[src/rtl/rbl_pkg.sv]
package rbl_pkg;
   localparam int unsigned RBL_SEL_W = 2;
   localparam int unsigned RBL_OFF_W = 12;
   localparam int unsigned RBL_NIB_W = 4;

   typedef enum logic [1:0] {
      FLD_LOW  = 2'd0,
      FLD_MID  = 2'd1,
      FLD_HIGH = 2'd2,
      FLD_NONE = 2'd3
   } ptr_fld_e;
endpackage

[src/rtl/rbl_bank_reg.sv]
module rbl_bank_reg #(
   parameter int unsigned SEL_W = 2
) (
   input  logic             clk,
   input  logic             rst_n,
   input  logic             we,
   input  logic [SEL_W-1:0] din,
   output logic [SEL_W-1:0] sel,
   output logic             err
);
   localparam logic [SEL_W-1:0] RESERVED = '1;

   initial begin
      if (SEL_W < 1) $error("SEL_W must be at least 1");
   end

   always_ff @(posedge clk or negedge rst_n) begin
      if (!rst_n) begin
         sel <= '0;
         err <= 1'b0;
      end else if (we) begin
         sel <= din;
         if (din == RESERVED) err <= 1'b1;
      end
   end

   // flag is sticky
   assert_err_sticky_R3: assert property (@(posedge clk) disable iff (!rst_n)
      err |=> err);
   // reserved write raises the flag
   assert_err_on_reserved_R3: assert property (@(posedge clk) disable iff (!rst_n)
      (we && din == RESERVED) |=> err);
endmodule

[src/rtl/rbl_bank_map.sv]
module rbl_bank_map #(
   parameter int unsigned SEL_W = 2
) (
   input  logic [SEL_W-1:0] sel,
   input  logic             upper,
   output logic [SEL_W-1:0] bank
);
   localparam logic [SEL_W-1:0] TOP = '1;

   always_comb begin
      if (!upper)          bank = '0;
      else if (sel == TOP) bank = TOP;
      else                 bank = sel + 1'b1;
   end
endmodule

[src/rtl/rbl_ptr.sv]
module rbl_ptr #(
   parameter int unsigned OFF_W = 12,
   parameter int unsigned NIB_W = 4,
   localparam int unsigned NIB_N = OFF_W / NIB_W,
   localparam int unsigned FLD_W = $clog2(NIB_N + 1)
) (
   input  logic             clk,
   input  logic             rst_n,
   input  logic             wr,
   input  logic [FLD_W-1:0] fld,
   input  logic [NIB_W-1:0] din,
   input  logic             inc,
   output logic [OFF_W-1:0] ptr
);
   initial begin
      if (OFF_W % NIB_W != 0) $error("OFF_W must be a multiple of NIB_W");
      if (NIB_N < 1) $error("pointer needs at least one nibble");
   end

   logic [OFF_W-1:0] loaded;

   for (genvar g = 0; g < NIB_N; g++) begin : g_nib
      always_comb begin
         if (fld == FLD_W'(g)) loaded[g*NIB_W +: NIB_W] = din;
         else                  loaded[g*NIB_W +: NIB_W] = ptr[g*NIB_W +: NIB_W];
      end
   end

   always_ff @(posedge clk or negedge rst_n) begin
      if (!rst_n)   ptr <= '0;
      else if (wr)  ptr <= loaded;
      else if (inc) ptr <= ptr + 1'b1;
   end

   // increment by exactly one, wrapping
   assert_ptr_inc_R7: assert property (@(posedge clk) disable iff (!rst_n)
      (inc && !wr) |=> ptr == OFF_W'($past(ptr) + 1'b1));
   // pointer holds without write or increment
   assert_ptr_hold_R6: assert property (@(posedge clk) disable iff (!rst_n)
      (!inc && !wr) |=> $stable(ptr));
endmodule

[src/rtl/rbl_top.sv]
module rbl_top
   import rbl_pkg::*;
#(
   parameter int unsigned SEL_W = RBL_SEL_W,
   parameter int unsigned OFF_W = RBL_OFF_W,
   parameter int unsigned NIB_W = RBL_NIB_W,
   localparam int unsigned CPU_W = OFF_W + 1,
   localparam int unsigned PA_W  = OFF_W + SEL_W,
   localparam int unsigned BYTE_W = 2 * NIB_W,
   localparam int unsigned FLD_W = $clog2(OFF_W / NIB_W + 1)
) (
   input  logic              clk,
   input  logic              rst_n,
   input  logic              bank_we,
   input  logic [SEL_W-1:0]  bank_din,
   input  logic [CPU_W-1:0]  fetch_addr,
   output logic [PA_W-1:0]   fetch_paddr,
   input  logic              ptr_we,
   input  logic [FLD_W-1:0]  ptr_fld,
   input  logic [NIB_W-1:0]  ptr_din,
   input  logic              rd_lo,
   input  logic              rd_hi,
   output logic [PA_W-1:0]   tbl_paddr,
   input  logic [BYTE_W-1:0] tbl_data,
   output logic [NIB_W-1:0]  nib_out,
   output logic              bank_err
);
   logic [SEL_W-1:0] sel;
   logic [SEL_W-1:0] fetch_bank;
   logic [SEL_W-1:0] tbl_bank;
   logic [OFF_W-1:0] ptr;

   rbl_bank_reg #(.SEL_W(SEL_W)) bank_reg_i (
      .clk(clk), .rst_n(rst_n), .we(bank_we), .din(bank_din),
      .sel(sel), .err(bank_err));

   rbl_bank_map #(.SEL_W(SEL_W)) fetch_map_i (
      .sel(sel), .upper(fetch_addr[OFF_W]), .bank(fetch_bank));

   rbl_bank_map #(.SEL_W(SEL_W)) tbl_map_i (
      .sel(sel), .upper(1'b1), .bank(tbl_bank));

   rbl_ptr #(.OFF_W(OFF_W), .NIB_W(NIB_W)) ptr_i (
      .clk(clk), .rst_n(rst_n), .wr(ptr_we), .fld(ptr_fld), .din(ptr_din),
      .inc(rd_hi), .ptr(ptr));

   assign fetch_paddr = {fetch_bank, fetch_addr[OFF_W-1:0]};
   assign tbl_paddr   = {tbl_bank, ptr};

   always_ff @(posedge clk or negedge rst_n) begin
      if (!rst_n)     nib_out <= '0;
      else if (rd_hi) nib_out <= tbl_data[BYTE_W-1:NIB_W];
      else if (rd_lo) nib_out <= tbl_data[NIB_W-1:0];
   end

   // table port never reaches bank 0
   assert_tbl_not_bank0_R5: assert property (@(posedge clk) disable iff (!rst_n)
      tbl_paddr[PA_W-1:OFF_W] != '0);
   // lower half stays in bank 0
   assert_lower_bank0_R1: assert property (@(posedge clk) disable iff (!rst_n)
      !fetch_addr[OFF_W] |-> fetch_paddr[PA_W-1:OFF_W] == '0);
   // nibble output holds with no read
   assert_nib_hold_R9: assert property (@(posedge clk) disable iff (!rst_n)
      (!rd_lo && !rd_hi) |=> $stable(nib_out));
   // high read does not move the bank
   assert_inc_keeps_bank_R7: assert property (@(posedge clk) disable iff (!rst_n)
      (rd_hi && !bank_we) |=> $stable(tbl_paddr[PA_W-1:OFF_W]));
endmodule

[config.mk]
export PLATFORM = sky130hd
export DESIGN_NAME = rbl_top
export DESIGN_NICKNAME = d
export VERILOG_FILES = /design/src/rtl/rbl_pkg.sv /design/src/rtl/rbl_bank_reg.sv /design/src/rtl/rbl_bank_map.sv /design/src/rtl/rbl_ptr.sv /design/src/rtl/rbl_top.sv
export SDC_FILE = /design/constraint.sdc
export NUM_CORES = 1
export LEC_CHECK = 0
export BUFFER_PORTS_ARGS = -buffer_cell sky130_fd_sc_hd__buf_2
export CAP_MARGIN = 10
export CORE_MARGIN = 4
export CORE_UTILIZATION = 45
export DETAILED_ROUTE_END_ITERATION = 8
export PLACE_DENSITY = 0.86
export SKIP_LAST_GASP = 1
export SLEW_MARGIN = 5
export SYNTH_ARGS = -nofsm -noshare
export SYNTH_HDL_FRONTEND = slang
export SYNTH_SLANG_ARGS = --single-unit
[constraint.sdc]
create_clock -name clk -period 2.93 [get_ports clk]
set_input_delay 0.1465 -clock clk [delete_from_list [all_inputs] [get_ports clk]]
set_output_delay 0.1465 -clock clk [all_outputs]
set_load 0.02 [all_outputs]
==> results of run 1 <==
layout make-up:
| class | instances | share of cell area |
|---|---|---|
| multi-input combinational | 91 | 0.4509 |
| sequential | 19 | 0.3360 |
| clock buffer | 3 | 0.01592 |
| tap | 30 | 0.02653 |
| inverter | 3 | 0.007958 |
| timing repair buffer | 44 | 0.1592 |
| clock inverter | 1 | 0.003537 |
worst max-delay path, delay by kind of cell, from the launching register on:
kind | cells | cell delay, ns
and+or+nand+nor | 4 | 0.71
DFF | 1 | 0.47
adders and majority gates | 1 | 0.24
flip-flops by register name, summed over array words and instances, names as in the netlist:
signal and count:
bank_reg_i.sel 2, bank_reg_i.err 1, nib_out 4, ptr_i.ptr 12
cell usage after synthesis (2+ instances only):
master / count
sky130_fd_sc_hd__inv_1: 3
sky130_fd_sc_hd__nor2b_1: 3
sky130_fd_sc_hd__dfrtp_1: 19
sky130_fd_sc_hd__nand3_1: 6
sky130_fd_sc_hd__nand4_1: 4
sky130_fd_sc_hd__buf_4: 12
sky130_fd_sc_hd__and2_1: 3
sky130_fd_sc_hd__o21ai_0: 9
sky130_fd_sc_hd__buf_2: 2
sky130_fd_sc_hd__a21oi_1: 6
sky130_fd_sc_hd__clkbuf_2: 2
sky130_fd_sc_hd__mux2i_1: 13
sky130_fd_sc_hd__nand2_1: 11
sky130_fd_sc_hd__mux2_2: 4
sky130_fd_sc_hd__nor2_1: 7
sky130_fd_sc_hd__xnor2_1: 6
stage by stage:
step	setup WS, ns	utilization	instance area, µm²
floorplan	1.402	-	1242
global placement	1.502	0.5413	1378
detailed placement	1.456	0.5413	1378
CTS	1.445	0.5560	1415
global route	1.303	0.5560	1415
finish	1.420	0.5560	1415
kinds of logic after synthesis:
family | count (synthesis)
XOR/XNOR | 6
multiplexers | 17
buffers and inverters | 21
AO/OA/AOI/OAI | 21
flip-flops | 19
AND/OR/NAND/NOR | 46
adder cells (fa/ha/maj) | 1
routing by layer:
| metal | vias to the layer above | global-route usage | part of all wire |
|---|---|---|---|
| met5 | - | 0 | 0 |
| met4 | 0 | 0.05573 | 0.015 |
| met3 | 6 | 0.06170 | 0.11 |
| met2 | 50 | 0.2855 | 0.46 |
| met1 | 521 | 0.1976 | 0.42 |
| li1 | 509 | - | - |
report_power, final:
part	switching, mW	internal, mW	leakage [nW]
Sequential	0.0807	0.313	0.220
Clock	0.0847	0.0510	0.0177
Combinational	0.193	0.132	0.412
repair_timing:
action / 4_1_cts / 5_1_grt
hold buffers: 1 / 0
gates resized for setup: 0 / 0
hold endpoints to repair: 19 / 0
final timing paths:
check / from / to / slack [ns] / cells past startpoint
min in group asynchronous: rst_n / bank_reg_i.sel[0]$_DFFE_PN0P_ / 0.31 / 2
worst max-delay path: ptr_i.ptr[0]$_DFFE_PN0P_ / ptr_i.ptr[10]$_DFFE_PN0P_ / 1.42 / 5
max in group asynchronous: rst_n / ptr_i.ptr[2]$_DFFE_PN0P_ / 2.33 / 2
worst min register to register: bank_reg_i.err$_DFFE_PN0P_ / bank_reg_i.err$_DFFE_PN0P_ / 0.47 / 1
worst min-delay path: tbl_data[6] / nib_out[2]$_DFFE_PN0P_ / 0.05 / 3
worst max register to register: ptr_i.ptr[0]$_DFFE_PN0P_ / ptr_i.ptr[10]$_DFFE_PN0P_ / 1.42 / 5
==> results.md, run 1 <==
* Core Footprint at 2545 µm²
* Library cell contributing the largest single delay on the critical path: sky130_fd_sc_hd__dfrtp_1
* Height of the chip at 60.55 µm
* PD cells at 603.7 nW/µm²
* Number of global-route vias before repair at 989
* Layout area overhead at 13.90%
* Buffers from clock root to sink, at most at 2
* Top cells by area, synth: sky130_fd_sc_hd__dfrtp_1 38%, sky130_fd_sc_hd__mux2i_1 10%, sky130_fd_sc_hd__buf_4 7.3%, sky130_fd_sc_hd__xnor2_1 4.2%, sky130_fd_sc_hd__o21ai_0 3.6%
* Yosys warning count at 0
* Antenna Diode Count at 0
* Placed Instances at 186
* Final period demand of the worst path at 1.510 ns
* Multiplexer share of the synthesized area at 0.1410
* Number of nets in the final layout at 198
* Starting density of the core at 0.4882
* Remaining design rule violation count at 0
* Share of the clock period used by the worst path at 0.5154
* First-pass GRT wire length at 4.588 mm
* Yosys top cell area share at 0.3827
* Fraction of layout cells with a size suffix above 1 at 0.3602
* Number of distinct library cell variants in the gate-level netlist after synthesis at 37
* Highest achievable clock rate at 662.3 MHz
* Fraction of the mapped netlist area in compound gates at 0.1017
* Worst path cell trace: ha_1, nand4_1, or4_1, nand3_1, nand3_1
* Total Routing Usage GR at 0.1681
* Worst-Margin Slew at 0.6150 ns
* Adder-cell area share of the yosys netlist at 0.01007
* Boundary pin count at 68
* Xor and xnor fraction of the mapped netlist area at 0.04230
* Clk_skew at 0.0009674 ns
* Detailed-route wire length per cell at 15.12 µm
* Area of combinational cells with multiple inputs at 638.1 µm²
* Maximum number of pins on one net before global-route repair at 22
* Horizontal die dimension at 60.55 µm
* Largest family of logic cells by synthesized area: simple AND/OR/NAND/NOR gates
* Capturing element type of the critical path: flip-flop
* Final HPWL DP at 2.203 mm
* CP Class: reg -> reg
* Floorplan row count at 18
* Register area at 475.5 µm²
* Iteration count of the initial detailed-routing pass at 4
* Outcome: completed
* Headroom to the max-slew limit at 0.5892
* Mean Syn Cell Area at 9.484 µm²
* Setup repair after global routing missed its margin: false
* Worst Setup Start Kind: flip-flop
* Clock Sinks at 19
* Initial DRC count at 32
* Gate count of the mapped netlist at 131
* Final sum of negative setup slack at 0 ns
* Number of slew-limit violations in the final report at 0
* Initial antenna violation count at 0
* TritonCTS clock tree: done
* Total routed wirelength at 2.888 mm
* Clock-pin slew on the worst setup and hold paths at 0.11 ns
* Critical path's largest stage delay at 0.47 ns
* Synth Area in Simple Gates at 0.2185
* Area enclosed by the die boundary at 3666 µm²
* Maximum fanout count along the critical path at 5
* Fill cell instance count of the final layout at 237
* Overall power at 0.8544 mW
* TritonCTS buffer count at 3
* Number of buffers added on ports at 43
* Max H-tree Level at 1
* Global placer's final weighted congestion at 0.7968
* Number of vias after detailed routing at 1086
* Fraction of registers with async set or reset after synthesis at 1.000
* Skew-Pair Late Insertion Delay at 0.30 ns
* Cell at the root of the clock tree: sky130_fd_sc_hd__clkbuf_4
* Maximum capacitance violations at 0
* Primary flip-flop cell chosen by synthesis mapping: sky130_fd_sc_hd__dfrtp_1
* Post-synthesis register bit count at 19
* Number of vias per cell at 5.686
* Top library cells by usage in the layout, fill and taps aside: 43 x sky130_fd_sc_hd__buf_2, 19 x sky130_fd_sc_hd__dfrtp_1, 13 x sky130_fd_sc_hd__mux2i_1
* Antenna-violating nets left at 0
* Final hold slack at 0.04717 ns
* Data arrival time of the critical path at 1.71 ns
* CP dominant cell by count: sky130_fd_sc_hd__nand3_1
* Endpoints failing setup at 0
* Remaining Overflow, GRT at 0
* Tightest Hold Check Type: in -> reg
* Post-route insts no fill at 191
* Most frequent standard cell in the layout excluding fill and tap cells: sky130_fd_sc_hd__buf_2
* Required time at the worst-slack endpoint at 3.13 ns
* Number of enable flip-flop cells after synthesis at 0
* Sequential-to-total area share from yosys stat at 0.3827
* Synthesized area at 1242 µm²
* Dominant cell type by area after synthesis: sky130_fd_sc_hd__dfrtp_1
* Number of hold violations in the final report at 0
* Syn nets at 167
* Number of buffers inserted by post-CTS setup repair at 0
* Leak Pwr at 0.6497 nW
* Largest vdd supply drop at 0.4261 mV
Power figures use the tool's default switching activity.
==> run 2: changes to the inputs <==
Settings changed: ABC_AREA from default to 1, CORE_UTILIZATION 45 to 39, PLACE_DENSITY 0.86 to 0.8.
Clock period 2.93 ns to 1.3 ns, I/O delays scaled along.
==> results.md, run 2 <==
* Outcome: finished, violations left (was completed)
* Violations in the final reports: design-rule violations
* R2R setup slack at 0.08 ns (was 1.42 ns)
* Floorplan row count at 19 (was 18)
* TritonCTS clock tree: done (unchanged)
* Detailed-route wire length per cell at 11.90 µm (was 15.12 µm)
* Initial DRC count at 15 (was 32)
* Buffers from clock root to sink, at most at 2 (unchanged)
* Yosys top cell area share at 0.3934 (was 0.3827)
* Overall power at 1.810 mW (was 0.8544 mW)
* Number of flip-flops under the largest register name at 12 (unchanged)
* Final hold slack at 0.009831 ns (was 0.04717 ns)
* Primary flip-flop cell chosen by synthesis mapping: sky130_fd_sc_hd__dfrtp_1 (unchanged)
* Sequential-to-total area share from yosys stat at 0.3934 (was 0.3827)
* Data arrival time of the critical path at 1.45 ns (was 1.71 ns)
* Share of the clock period used by the worst path at 0.9412 (was 0.5154)
* Fraction of layout cells with a size suffix above 1 at 0.3180 (was 0.3602)
* Number of global-route vias before repair at 1332 (was 989)
* Maximum number of pins on one net before global-route repair at 20 (was 22)
* Hold endpoint: nib_out[1]$_DFFE_PN0P_ (was nib_out[2]$_DFFE_PN0P_)
* Tightest Hold Check Type: in -> reg (unchanged)
* Library cell with the highest instance count after synthesis: sky130_fd_sc_hd__nand2_1 (was sky130_fd_sc_hd__dfrtp_1)
* First-pass GRT wire length at 5.306 mm (was 4.588 mm)
* Worst-Margin Slew at 0.4385 ns (was 0.6150 ns)
* Top cells by area, synth: sky130_fd_sc_hd__dfrtp_1 39%, sky130_fd_sc_hd__nand2_1 14%, sky130_fd_sc_hd__nand3_1 8.7%, sky130_fd_sc_hd__buf_4 8.1%, sky130_fd_sc_hd__inv_1 6.2% (was sky130_fd_sc_hd__dfrtp_1 38%, sky130_fd_sc_hd__mux2i_1 10%, sky130_fd_sc_hd__buf_4 7.3%, sky130_fd_sc_hd__xnor2_1 4.2%, sky130_fd_sc_hd__o21ai_0 3.6%)
* Boundary pin count at 68 (unchanged)
* Final HPWL DP at 2.187 mm (was 2.203 mm)
* Number of distinct library cell variants in the gate-level netlist after synthesis at 23 (was 37)
* Remaining design rule violation count at 1 (was 0)
* Number of enable flip-flop cells after synthesis at 0 (unchanged)
* FF-to-FF path depth at 7 (was 5)
* Synthesized area at 1209 µm² (was 1242 µm²)
* Most frequent standard cell in the layout excluding fill and tap cells: sky130_fd_sc_hd__buf_2 (unchanged)
* Hold Startpoint: tbl_data[1] (was tbl_data[6])
* CP Class: reg -> reg (unchanged)
* Leak Pwr at 0.8203 nW (was 0.6497 nW)
* Part of the total power dissipated in combinational logic at 0.384 (was 0.380)
* Endpoints failing setup at 0 (unchanged)
* Worst reg2reg endpoint: ptr_i.ptr[4]$_DFFE_PN0P_ (was ptr_i.ptr[10]$_DFFE_PN0P_)
* Global placer's final weighted congestion at 0.8099 (was 0.7968)
* Maximum capacitance violations at 0 (unchanged)
* Worst Setup Start Kind: flip-flop (unchanged)
* Leading registers by flop count: ptr_i.ptr x12, nib_out x4, bank_reg_i.sel x2 (unchanged)
* Skew-Pair Late Insertion Delay at 0.30 ns (about the same)
* Iteration count of the initial detailed-routing pass at 9 (was 4)
* Highest achievable clock rate at 817.3 MHz (was 662.3 MHz)
* Starting density of the core at 0.4237 (was 0.4882)
* Clock-pin slew on the worst setup and hold paths at 0.11 ns (about the same)
* PD cells at 1182 nW/µm² (was 603.7 nW/µm²)
* Largest vdd supply drop at 0.5369 mV (was 0.4261 mV)
* Number of vias after detailed routing at 1235 (was 1086)
* Area enclosed by the die boundary at 4054 µm² (was 3666 µm²)
* Setup repair after global routing missed its margin: true (was false)
* Leading cell types by count after synthesis: 44 x sky130_fd_sc_hd__nand2_1, 21 x sky130_fd_sc_hd__nand3_1, 20 x sky130_fd_sc_hd__inv_1, 19 x sky130_fd_sc_hd__dfrtp_1, 16 x sky130_fd_sc_hd__nor2_1 (was 19 x sky130_fd_sc_hd__dfrtp_1, 13 x sky130_fd_sc_hd__mux2i_1, 12 x sky130_fd_sc_hd__buf_4, 11 x sky130_fd_sc_hd__nand2_1, 9 x sky130_fd_sc_hd__o21ai_0)
* Start of the worst register-to-register path: ptr_i.ptr[0]$_DFFE_PN0P_ (unchanged)
* Layout area overhead at 26.71% (was 13.90%)
* Antenna-violating nets left at 0 (unchanged)
* Initial antenna violation count at 0 (unchanged)
* Final period demand of the worst path at 1.224 ns (was 1.510 ns)
* Yosys warning count at 0 (unchanged)
* Dominant cell type by area after synthesis: sky130_fd_sc_hd__dfrtp_1 (unchanged)
* Capturing element type of the critical path: flip-flop (unchanged)
* Post-synthesis register bit count at 19 (unchanged)
* Switching pwr at 0.7271 mW (was 0.3581 mW)
* Maximum fanout count along the critical path at 5 (unchanged)
* Switching fraction of total power at 0.4018 (was 0.4191)
* Number of buffers added on ports at 43 (unchanged)
* Headroom to the max-slew limit at 0.7076 (was 0.5892)
* Max H-tree Level at 1 (unchanged)
* Power Internal at 1.083 mW (was 0.4963 mW)
* Number of hold violations in the final report at 0 (unchanged)
* Cell at the root of the clock tree: sky130_fd_sc_hd__clkbuf_4 (unchanged)
* Largest Register: ptr_i.ptr (unchanged)
* Horizontal die dimension at 63.67 µm (was 60.55 µm)
* Top library cells by usage in the layout, fill and taps aside: 43 x sky130_fd_sc_hd__buf_2, 41 x sky130_fd_sc_hd__nand2_1, 20 x sky130_fd_sc_hd__nand3_1 (was 43 x sky130_fd_sc_hd__buf_2, 19 x sky130_fd_sc_hd__dfrtp_1, 13 x sky130_fd_sc_hd__mux2i_1)
* Gate count of the mapped netlist at 171 (was 131)
* Mean Syn Cell Area at 7.068 µm² (was 9.484 µm²)
* Core Footprint at 2853 µm² (was 2545 µm²)
* Height of the chip at 63.67 µm (was 60.55 µm)
* Sequential cell fraction of total power at 0.441 (was 0.461)
* Number of nets in the final layout at 254 (was 198)
* Fraction of registers with async set or reset after synthesis at 1.000 (unchanged)
* Clock share of power at 0.175 (was 0.159)
* Number of vias per cell at 4.980 (was 5.686)
* Clock Sinks at 19 (unchanged)
* Syn nets at 207 (was 167)
* Number of slew-limit violations in the final report at 0 (unchanged)
* TritonCTS buffer count at 3 (unchanged)
* Total Routing Usage GR at 0.1585 (was 0.1681)
* Remaining Overflow, GRT at 0 (unchanged)
* Required time at the worst-slack endpoint at 1.53 ns (was 3.13 ns)
* Total routed wirelength at 2.952 mm (was 2.888 mm)
* Antenna Diode Count at 0 (unchanged)
* Count of cells along the worst hold path at 3 (unchanged)
* Clk_skew at 0.005376 ns (was 0.0009674 ns)
[run 2: cell count changes after synthesis, moves of 3 or more]
cell	previous run	this run
sky130_fd_sc_hd__mux2i_1	13	0
sky130_fd_sc_hd__and2_1	3	0
sky130_fd_sc_hd__xnor2_1	6	1
sky130_fd_sc_hd__nor2b_1	3	0
sky130_fd_sc_hd__mux2_2	4	0
sky130_fd_sc_hd__nand4_1	4	1
sky130_fd_sc_hd__nor2_1	7	16
sky130_fd_sc_hd__inv_1	3	20
sky130_fd_sc_hd__o21ai_0	9	6
sky130_fd_sc_hd__nand2_1	11	44
sky130_fd_sc_hd__nand2_2	1	5
sky130_fd_sc_hd__inv_2	0	3
sky130_fd_sc_hd__nand3_1	6	21
[run 2: power by group through the flow]
stage          clock network, mW  logic (mW)  registers [mW]
3_3_place_gp                   0       0.629           0.801
3_5_place_dp                   0       0.640           0.804
2_1_floorplan                  0       0.351           0.904
4_1_cts                    0.318       0.661           0.794
5_1_grt                    0.350       0.775           0.820
6_report                   0.316       0.695           0.799
[run 2: cell families (layout without fill, tap and decap cells)]
family | count (synthesis) | after routing | share of synthesized area
flip-flops | 19 | 19 | 0.3934
adder cells (fa/ha/maj) | 1 | 1 | 0.01035
AO/OA/AOI/OAI | 25 | 25 | 0.1222
buffers and inverters | 36 | 82 | 0.1522
XOR/XNOR | 1 | 1 | 0.007248
AND/OR/NAND/NOR | 89 | 89 | 0.3147
[run 2: worst max-delay path by stage]
stage | from | to | slack (ns)
after floorplan | ptr_i.ptr[0]$_DFFE_PN0P_ | ptr_i.ptr[8]$_DFFE_PN0P_ | 0.03
after global placement | ptr_i.ptr[3]$_DFFE_PN0P_ | ptr_i.ptr[11]$_DFFE_PN0P_ | 0.10
after detailed placement | ptr_i.ptr[0]$_DFFE_PN0P_ | ptr_i.ptr[10]$_DFFE_PN0P_ | 0.07
after CTS | ptr_i.ptr[0]$_DFFE_PN0P_ | ptr_i.ptr[10]$_DFFE_PN0P_ | 0.04
after global routing | ptr_i.ptr[0]$_DFFE_PN0P_ | ptr_i.ptr[4]$_DFFE_PN0P_ | -0.02
final | ptr_i.ptr[0]$_DFFE_PN0P_ | ptr_i.ptr[4]$_DFFE_PN0P_ | 0.08
[run 2: layout make-up]
class	instances	area, µm²
clock buffer	4	26.28
fill	278	1321
inverter	23	86.33
multi-input combinational	116	575.6
sequential	19	476.7
tap	31	38.79
timing repair buffer	55	327.8
[run 2: through the flow]
stage	instances	cell area [µm²]	utilization	setup TNS (ns)	setup slack (ns)
6_report	248	1531	0.5368	0	0.07649
5_1_grt	248	1531	0.5368	-0.03709	-0.01721
4_1_cts	246	1486	0.5211	0	0.03939
3_5_place_dp	234	1380	0.4838	0	0.06580
3_3_place_gp	234	1380	0.4838	0	0.1014
2_1_floorplan	171	1209	-	0	0.02516
[run 2: timing repair]
item | 4_1_cts | 5_1_grt
setup buffers | 0 | 1
setup endpoints to repair | 0 | 7
resized for setup | 0 | 11
hold endpoints to repair | 25 | 1
hold buffers | 8 | 1
[run 2: metal layers]
layer | GRT usage | part of all wire | vias to the layer above | wire, µm
met1 | 0.1804 | 0.43 | 553 | 1261
met3 | 0.03730 | 0.077 | 6 | 228
met5 | 0 | 0 | - | 0
met4 | 0.05660 | 0.0091 | 0 | 27
li1 | - | - | 633 | -
met2 | 0.2855 | 0.49 | 43 | 1435
[run 2: worst max-delay path, cell delays in order, from the launching register on]
cell	delay [ns]
sky130_fd_sc_hd__dfrtp_1	0.42
sky130_fd_sc_hd__ha_2	0.21
sky130_fd_sc_hd__nand2_2	0.07
sky130_fd_sc_hd__inv_1	0.09
sky130_fd_sc_hd__nand2_1	0.07
sky130_fd_sc_hd__xnor2_1	0.13
sky130_fd_sc_hd__nand2_1	0.06
sky130_fd_sc_hd__a21oi_1	0.12
